<file path="src/rtl/dir_pkg.sv">
// Shared types for the home-node directory controller.
package dir_pkg;
    typedef enum logic [2:0] {
        ST_IDLE,
        ST_LOOK,
        ST_RECALL,
        ST_INVAL,
        ST_WAITACK,
        ST_REPLY,
        ST_ERR
    } dir_state_t;
endpackage

</file>
<file path="src/rtl/dir_mask_util.sv">
// Presence-vector helper: finds the owner of a dirty line (the lowest set
// bit), the set of sharers other than the requester, and how many there are.
// Assumes a dirty entry holds exactly one presence bit.
module dir_mask_util #(
    parameter int NPROC = 4,
    parameter int PW    = 2
) (
    input  logic [NPROC-1:0] pres,
    input  logic [PW-1:0]    src,
    output logic [PW-1:0]    owner,
    output logic [NPROC-1:0] others,
    output logic [PW:0]      others_cnt
);
    // Lowest-numbered set bit is taken as the owner.
    always_comb begin
        owner = '0;
        for (int i = NPROC - 1; i >= 0; i--)
            if (pres[i]) owner = PW'(i);
    end

    // Sharers excluding the requester, and how many of them there are.
    always_comb begin
        others     = pres & ~(NPROC'(1) << src);
        others_cnt = '0;
        for (int i = 0; i < NPROC; i++)
            others_cnt = others_cnt + (PW+1)'(others[i]);
    end
endmodule

</file>
<file path="src/rtl/dir_store.sv">
// Directory entries and memory words, one of each per block. Reads are
// combinational. There is one write port for the entry and one for the memory
// word, both aimed at the same block. After reset word b holds value b.
module dir_store #(
    parameter int NPROC = 4,
    parameter int NBLK  = 8,
    parameter int DW    = 8,
    parameter int BW    = 3
) (
    input  logic             clk,
    input  logic             rst_n,
    input  logic [BW-1:0]    blk,
    output logic [NPROC-1:0] rd_pres,
    output logic             rd_dirty,
    output logic [DW-1:0]    rd_data,
    input  logic             dir_we,
    input  logic [NPROC-1:0] wr_pres,
    input  logic             wr_dirty,
    input  logic             mem_we,
    input  logic [DW-1:0]    mem_wdata
);
    logic [NPROC-1:0] pres_q  [NBLK];
    logic             dirty_q [NBLK];
    logic [DW-1:0]    mem_q   [NBLK];

    for (genvar b = 0; b < NBLK; b++) begin : g_ent
        // Per-block entry and word, updated when addressed.
        always_ff @(posedge clk) begin
            if (!rst_n) begin
                pres_q[b]  <= '0;
                dirty_q[b] <= 1'b0;
                mem_q[b]   <= DW'(b);
            end else begin
                if (dir_we && blk == BW'(b)) begin
                    pres_q[b]  <= wr_pres;
                    dirty_q[b] <= wr_dirty;
                end
                if (mem_we && blk == BW'(b))
                    mem_q[b] <= mem_wdata;
            end
        end
    end

    assign rd_pres  = pres_q[blk];
    assign rd_dirty = dirty_q[blk];
    assign rd_data  = mem_q[blk];
endmodule

</file>
<file path="src/rtl/dir_home_ctrl.sv">
// Home-node directory controller. It serves one read-miss or write-miss at a
// time. It looks up the entry, then recalls from the owner or invalidates the
// sharers as the entry requires, and then replies and updates the entry.
// Assumes that recall data and acknowledgements come only after a recall or
// invalidation has been issued.
module dir_home_ctrl #(
    parameter int NPROC = 4,
    parameter int NBLK  = 8,
    parameter int DW    = 8,
    localparam int PW   = $clog2(NPROC),
    localparam int BW   = $clog2(NBLK)
) (
    input  logic             clk,
    input  logic             rst_n,
    input  logic             req_valid,
    output logic             req_ready,
    input  logic             req_write,
    input  logic [PW-1:0]    req_src,
    input  logic [BW-1:0]    req_blk,
    output logic             recall_valid,
    output logic             recall_inv,
    output logic [PW-1:0]    recall_dst,
    output logic [BW-1:0]    recall_blk,
    input  logic             wb_valid,
    input  logic [DW-1:0]    wb_data,
    output logic             inv_valid,
    output logic [NPROC-1:0] inv_mask,
    output logic [BW-1:0]    inv_blk,
    input  logic             ack_valid,
    output logic             reply_valid,
    output logic             reply_excl,
    output logic [PW-1:0]    reply_dst,
    output logic [BW-1:0]    reply_blk,
    output logic [DW-1:0]    reply_data,
    output logic             err_valid
);
    import dir_pkg::*;

    dir_state_t       state_q, state_d;
    logic [PW-1:0]    src_q, owner_q;
    logic [BW-1:0]    blk_q;
    logic             wr_q;
    logic [PW:0]      ack_cnt_q;

    logic [NPROC-1:0] rd_pres, others, new_pres;
    logic             rd_dirty;
    logic [DW-1:0]    rd_data;
    logic [PW-1:0]    owner;
    logic [PW:0]      others_cnt;
    logic             dir_we, mem_we;

    dir_store #(.NPROC(NPROC), .NBLK(NBLK), .DW(DW), .BW(BW)) u_store (
        .clk(clk), .rst_n(rst_n), .blk(blk_q),
        .rd_pres(rd_pres), .rd_dirty(rd_dirty), .rd_data(rd_data),
        .dir_we(dir_we), .wr_pres(new_pres), .wr_dirty(wr_q),
        .mem_we(mem_we), .mem_wdata(wb_data)
    );

    dir_mask_util #(.NPROC(NPROC), .PW(PW)) u_mask (
        .pres(rd_pres), .src(src_q), .owner(owner),
        .others(others), .others_cnt(others_cnt)
    );

    // Next-state selection for the transaction sequence.
    always_comb begin
        state_d = state_q;
        unique case (state_q)
            ST_IDLE:    if (req_valid) state_d = ST_LOOK;
            ST_LOOK: begin
                if (rd_dirty && owner == src_q)        state_d = ST_ERR;
                else if (rd_dirty)                     state_d = ST_RECALL;
                else if (wr_q && others != '0)         state_d = ST_INVAL;
                else                                   state_d = ST_REPLY;
            end
            ST_RECALL:  if (wb_valid) state_d = ST_REPLY;
            ST_INVAL:   state_d = ST_WAITACK;
            ST_WAITACK: if (ack_cnt_q == '0) state_d = ST_REPLY;
            ST_REPLY:   state_d = ST_IDLE;
            ST_ERR:     state_d = ST_IDLE;
            default:    state_d = ST_IDLE;
        endcase
    end

    // State register and latched request fields.
    always_ff @(posedge clk) begin
        if (!rst_n) begin
            state_q <= ST_IDLE;
            src_q   <= '0;
            blk_q   <= '0;
            wr_q    <= 1'b0;
            owner_q <= '0;
        end else begin
            state_q <= state_d;
            if (state_q == ST_IDLE && req_valid) begin
                src_q <= req_src;
                blk_q <= req_blk;
                wr_q  <= req_write;
            end
            if (state_q == ST_LOOK) owner_q <= owner;
        end
    end

    // Outstanding invalidation acknowledgement counter.
    always_ff @(posedge clk) begin
        if (!rst_n)
            ack_cnt_q <= '0;
        else if (state_q == ST_LOOK)
            ack_cnt_q <= others_cnt;
        else if ((state_q == ST_INVAL || state_q == ST_WAITACK) && ack_valid && ack_cnt_q != '0)
            ack_cnt_q <= ack_cnt_q - 1'b1;
    end

    // Entry and memory updates: write-back on recall data, entry on reply.
    always_comb begin
        mem_we   = (state_q == ST_RECALL) && wb_valid;
        dir_we   = (state_q == ST_REPLY);
        new_pres = wr_q ? (NPROC'(1) << src_q) : (rd_pres | (NPROC'(1) << src_q));
    end

    // Output strobes and fields, decoded from the state.
    always_comb begin
        req_ready    = (state_q == ST_IDLE);
        recall_valid = (state_q == ST_RECALL);
        recall_inv   = wr_q;
        recall_dst   = owner_q;
        recall_blk   = blk_q;
        inv_valid    = (state_q == ST_INVAL);
        inv_mask     = inv_valid ? others : '0;
        inv_blk      = blk_q;
        reply_valid  = (state_q == ST_REPLY);
        reply_excl   = wr_q;
        reply_dst    = src_q;
        reply_blk    = blk_q;
        reply_data   = rd_data;
        err_valid    = (state_q == ST_ERR);
    end
endmodule

</file>
<file path="config.mk">
export PLATFORM = sky130hd
export DESIGN_NAME = dir_home_ctrl
export DESIGN_NICKNAME = d
export VERILOG_FILES = /design/src/rtl/dir_pkg.sv /design/src/rtl/dir_mask_util.sv /design/src/rtl/dir_store.sv /design/src/rtl/dir_home_ctrl.sv
export SDC_FILE = /design/constraint.sdc
export NUM_CORES = 1
export LEC_CHECK = 0
export BUFFER_PORTS_ARGS = -buffer_cell sky130_fd_sc_hd__buf_2
export CORE_ASPECT_RATIO = 0.5
export CORE_MARGIN = 8
export CORE_UTILIZATION = 34
export CTS_CLUSTER_DIAMETER = 200
export DETAILED_ROUTE_END_ITERATION = 8
export GPL_ROUTABILITY_DRIVEN = 0
export SLEW_MARGIN = 25
export SYNTH_ARGS = -nofsm -noshare
export SYNTH_HDL_FRONTEND = slang
export SYNTH_SLANG_ARGS = --single-unit
</file>
<file path="constraint.sdc">
create_clock -name clk -period 4.3 [get_ports clk]
set_input_delay 0.43 -clock clk [delete_from_list [all_inputs] [get_ports clk]]
set_output_delay 0.43 -clock clk [all_outputs]
set_load 0.02 [all_outputs]
</file>
After elaboration in Yosys (flattened, before gate mapping)
Memories as Yosys holds them, arrays and structs flattened. A register that Yosys moved wholly into a read port is not among the register bits.
Index checks and enable logic that the tools add are counted.
W data, S select, Z words.
{"block": "totals", "regBits": 14, "latch_bits": 0, "mem_bits_rw": 104, "romBits": 0, "in_bits": 19, "output_inout_bits": 32, "wordCells": 182, "n_memories": 3}
{"block": "op_classes", "add_sub_neg": 4, "multipliers": 0, "div_mod_pow": 0, "n_lt_le_gt_ge": 0, "eq_ne": 17, "n_shift": 1, "n_mux": 94, "bitwise_logic": 27, "reduce_logical": 30}
{"name": "u_store.mem_q", "words": 8, "width": 8, "read_ports": 1, "rd_ports_with_merged_regs": 1, "wr": 8, "line": "dir_store.sv:24", "text": "logic [DW-1:0] mem_q [NBLK];"}
{"name": "u_store.pres_q", "words": 8, "width": 4, "read_ports": 1, "rd_ports_with_merged_regs": 1, "wr": 8, "line": "dir_store.sv:22", "text": "logic [NPROC-1:0] pres_q [NBLK];"}
{"name": "u_store.dirty_q", "words": 8, "width": 1, "read_ports": 1, "rd_ports_with_merged_regs": 1, "wr": 8, "line": "dir_store.sv:23", "text": "logic dirty_q [NBLK];"}
{"cell": "$mux W8", "count": 8}
{"cell": "$mux W1", "count": 57}
{"cell": "$mux W3", "count": 14}
{"cell": "$mux W4", "count": 10}
{"cell": "$or A1 B1 Y1", "count": 24}
{"cell": "$logic_and A1 B1 Y1", "count": 22}
{"cell": "$eq A3 B3 Y1 const B", "count": 7}
{"cell": "$pmux W3 S5", "count": 1}
{"cell": "$eq A3 B2 Y1 const B", "count": 4}
{"cell": "$logic_not A3 Y1", "count": 3}
{"cell": "$mux W2", "count": 4}
{"cell": "$add A3 B1 Y3", "count": 2}
{"cell": "$eq A3 B1 Y1 const B", "count": 2}
{"cell": "$and A4 B4 Y4", "count": 1}
{"cell": "$ne A2 B2 Y1 const B", "count": 2}
{"cell": "$not A4 Y4", "count": 1}
{"cell": "$or A4 B4 Y4", "count": 1}
{"cell": "$reduce_bool A4 Y1", "count": 1}
{"cell": "$shl A1 B2 Y4 const A", "count": 1}
{"cell": "$reduce_and A3 Y1", "count": 1}
{"cell": "$reduce_bool A3 Y1", "count": 1}
{"cell": "$sub A3 B1 Y3 const B", "count": 1}
{"cell": "$add A1 B1 Y2", "count": 1}
{"cell": "$eq A2 B2 Y1", "count": 1}
{"cell": "other kinds (3)", "count": 3}

Longest topological paths before layout
{"block": "depth", "ltp_word": 9, "depth_mapped": 11, "depth_no_buf": 10}

Cells and area by module
From an unflattened synthesis, not the netlist that was laid out.
{"block": "unflattened", "cells_unflattened": 481, "area_unflattened_um2": 5878.1}
{"module": "dir_store", "instances": 1, "cells_each": 361, "area_each_um2": 4882.2, "seq_area_each_um2": 3113.0}
{"module": "dir_home_ctrl", "instances": 1, "cells_each": 107, "area_each_um2": 892.1, "seq_area_each_um2": 280.3}
{"module": "dir_mask_util", "instances": 1, "cells_each": 13, "area_each_um2": 103.8, "seq_area_each_um2": 0.0}

Worst setup path before layout
No wires, ideal clock.
{"block": "synth_path", "path_kind": "register to register", "start": "register (tool-made name)", "end": "register ack_cnt_q[1]", "setup_ns": 0.116, "arrival_time_ns": 2.507, "t_required_ns": 4.184, "slack_ns": 1.677, "path_stages_with_launch": 12, "path_buffers": 1, "period_less_slack_ns": 2.623, "path_cell_list": "dfxtp_1 buf_6 mux4_2 mux2i_1 inv_1 o21ai_0 inv_1 ha_1 fa_1 ha_1 mux2i_1 nor2b_1"}
{"item": "end signal: assignment", "line": "dir_home_ctrl.sv:108", "text": "ack_cnt_q <= others_cnt;"}
{"item": "end signal: assignment", "line": "dir_home_ctrl.sv:110", "text": "ack_cnt_q <= ack_cnt_q - 1'b1;"}
{"item": "end: declaration", "line": "dir_home_ctrl.sv:43", "text": "logic [PW:0] ack_cnt_q;"}

==> run_results.csv <==
group,metric,value,unit
global_route,grt_pass1_wl,22400,um
drt,via_per_inst,5.05,
cts,cts_resized,0,
cts,cts_setup_buffers,0,
job,max_cap_viol_count,0,
drt,drt_wl_total,14700,um
placement,dpl.hpwl,10800,um
global_route,grt_pass1_vias,3677,
cells_and_area,area_delta_synth_final,18.1,%
synthesis,syn_area_per_cell,13.0,um2
pwr,peakVddDrop,283,uV
die,core-area,0.0171,mm2
drt,post-route-drc-count,0,
global_route,grt_usage,0.137,
worst_setup_path,cp-start-kind,"flop",
drt,route.vias.total,3775,
cells_and_area,antenna_cells,0,
sta,min_period,3.13,ns
synthesis,synth_area,0.00585,mm2
worst_setup_path,cp.required,4.60,ns
cells_and_area,mostFrequentLayoutCells,"edfxtp_1, nor2_1, and2_1",
die,io_pins,51,
cells_and_area,drive_gt1_frac,0.239,
cts,postCtsHoldBufs,0,
pwr,power_leakage,2.52,nW
synthesis,async_flop_share,0,
sta,finalSetupTns,0,ns
worst_setup_path,crit_path_end_kind,"flop",
worst_setup_path,crit_fanout,17,
cts,clk_latency,0.41,ns
sta,worstMarginPinSlew,1.05,ns
worst_setup_path,critPathKind,"reg -> reg",
synthesis,syn-num-nets,475,
cts,cts_tree,"done",
pwr,pwr_density_cell,487,mW/mm2
sta,drv_slew,0,
synthesis,synth_seq_cells,121,
placement,post-place-ws,1.16,ns
sta,hold_violations,0,
global_route,grt_max_degree,35,
die,die_h,109,um
cells_and_area,layout.nets,526,
hold_path,hold_path.class,"in -> reg",
synthesis,ys_warn_count,0,
cts,cts_buffers,17,
drt,drt_iter0_markers,336,
sta,fmax,320,MHz
sta,finClkSkew,0.00774,ns
placement,place_inst,716,
synthesis,ys_seq_area_frac,0.591,
cts,path_clk_slew,0.06,ns
sta,hold_slack,0.275,ns
drt,wl_per_cell,19.6,um
synthesis,synth_ff_type,"edfxtp_1",
cts,cts.sink_count,121,
sta,maxSlewHeadroom,0.295,
cts,cts_buffer_depth,2,
drt,dr.pass1.iters,5,
global_route,antenna_found_initial,0,
cts,htree_levels,4,
cells_and_area,fin_util,0.404,
die,start_util,0.342,
cells_and_area,fin_cells,748,
run_status,status,"finished, final reports clean",
cells_and_area,mostFrequentLayoutCell,"edfxtp_1",
die,dieWidth,201,um
synthesis,yosysUniqueCellTypes,45,
sta,setup_ws,1.17,ns
die,dieArea,0.0219,mm2
placement,portBuffers,50,
synthesis,synthCells,450,
sta,setup_viol,0,
die,num_rows,34,
synthesis,synth-edff-count,103,
sta,fin_crit_sh,0.728,
drt,ant_nets,0,
cts,cts_root_buffer,"clkbuf_16",
sta,rsz0062_at_grt,"no",
global_route,grt_overflow_total,0,
worst_setup_path,cp_data_arrival_time,3.43,ns
## critical path: stages (launching register included)
cell and delay [ns]:
dfxtp_2 0.71, mux4_2 0.58, mux2i_1 0.18, inv_1 0.12, o21ai_0 0.19, inv_1 0.09, ha_1 0.33, fa_1 0.37
ha_1 0.27, mux2i_1 0.12, nor2b_1 0.06
## cells by family after synthesis
logic type                 count (synthesis)  synth area share
buffers and inverters                     38            0.0323
and+or+nand+nor                          190             0.171
AOI/OAI and AO/OA                         44            0.0471
xor gates and xnor gates                   1           0.00150
muxes                                     50             0.143
DFF                                      121             0.591
adders and majority gates                  6            0.0141
## metrics by stage
step | cell area (um2) | power (mW)
detailed placement | 6310 | 1.96
floorplan | 5850 | 1.79
finish | 6900 | 3.36
global route | 6900 | 3.48
CTS | 6900 | 3.37
global placement | 6310 | 1.95
## cell type report
| cell class | count | area, um2 |
|---|---|---|
| well taps | 234 | 293 |
| repair buffers | 60 | 325 |
| multi-input cells | 291 | 2200 |
| fillers | 1596 | 10200 |
| clock inverters | 12 | 151 |
| inverters | 10 | 37.5 |
| flip-flops and latches | 121 | 3450 |
| clock buffers | 20 | 437 |
## Yosys cell counts, drive strengths merged (13+ instances only)
library cell | n | share of area
edfxtp | 103 | 0.53
nor2 | 58 | 0.037
and2 | 57 | 0.061
mux4 | 24 | 0.094
o21ai | 22 | 0.019
dfxtp | 18 | 0.062
nand2 | 18 | 0.012
nor2b | 17 | 0.018
mux2i | 16 | 0.030
buf | 15 | 0.018
clkbuf | 13 | 0.0083
or3 | 13 | 0.014
## worst paths after layout
check | slack, ns | depth (start not counted) | to | from
worst max-delay path | 1.17 | 10 | ack_cnt_q[1] | flop
worst min register to register | 0.49 | 2 | u_store.dirty_q[4] | u_store.dirty_q[4]
worst min-delay path | 0.27 | 3 | recall_inv | req_write
worst max register to register | 1.17 | 10 | ack_cnt_q[1] | flop
## registers in the layout, indices dropped and copies added (netlist names), named ones only
| register | flops |
|---|---|
| u_store.pres_q | 32 |
| reply_dst | 2 |
| u_store.mem_q | 64 |
| inv_blk | 3 |
| state_q | 3 |
| recall_inv | 1 |
| u_store.dirty_q | 8 |
| ack_cnt_q | 3 |
| recall_dst | 2 |
## per-layer routing
layer | part of all wire | track usage | up-vias
met1 | 0.50 | 0.208 | 1878
met4 | 0.0078 | 0.0410 | 0
met3 | 0.081 | 0.0418 | 7
li1 | - | - | 1742
met2 | 0.41 | 0.182 | 148
met5 | 0 | 0 | -
## report_power, final
group / leakage, nW / internal, mW / switching [mW]
Sequential: 1.17 / 1.33 / 0.0712
Clock: 0.275 / 0.907 / 0.517
Combinational: 1.08 / 0.213 / 0.329
Total: 2.52 / 2.45 / 0.916
No activity file was read; power rests on OpenSTA's default activity.
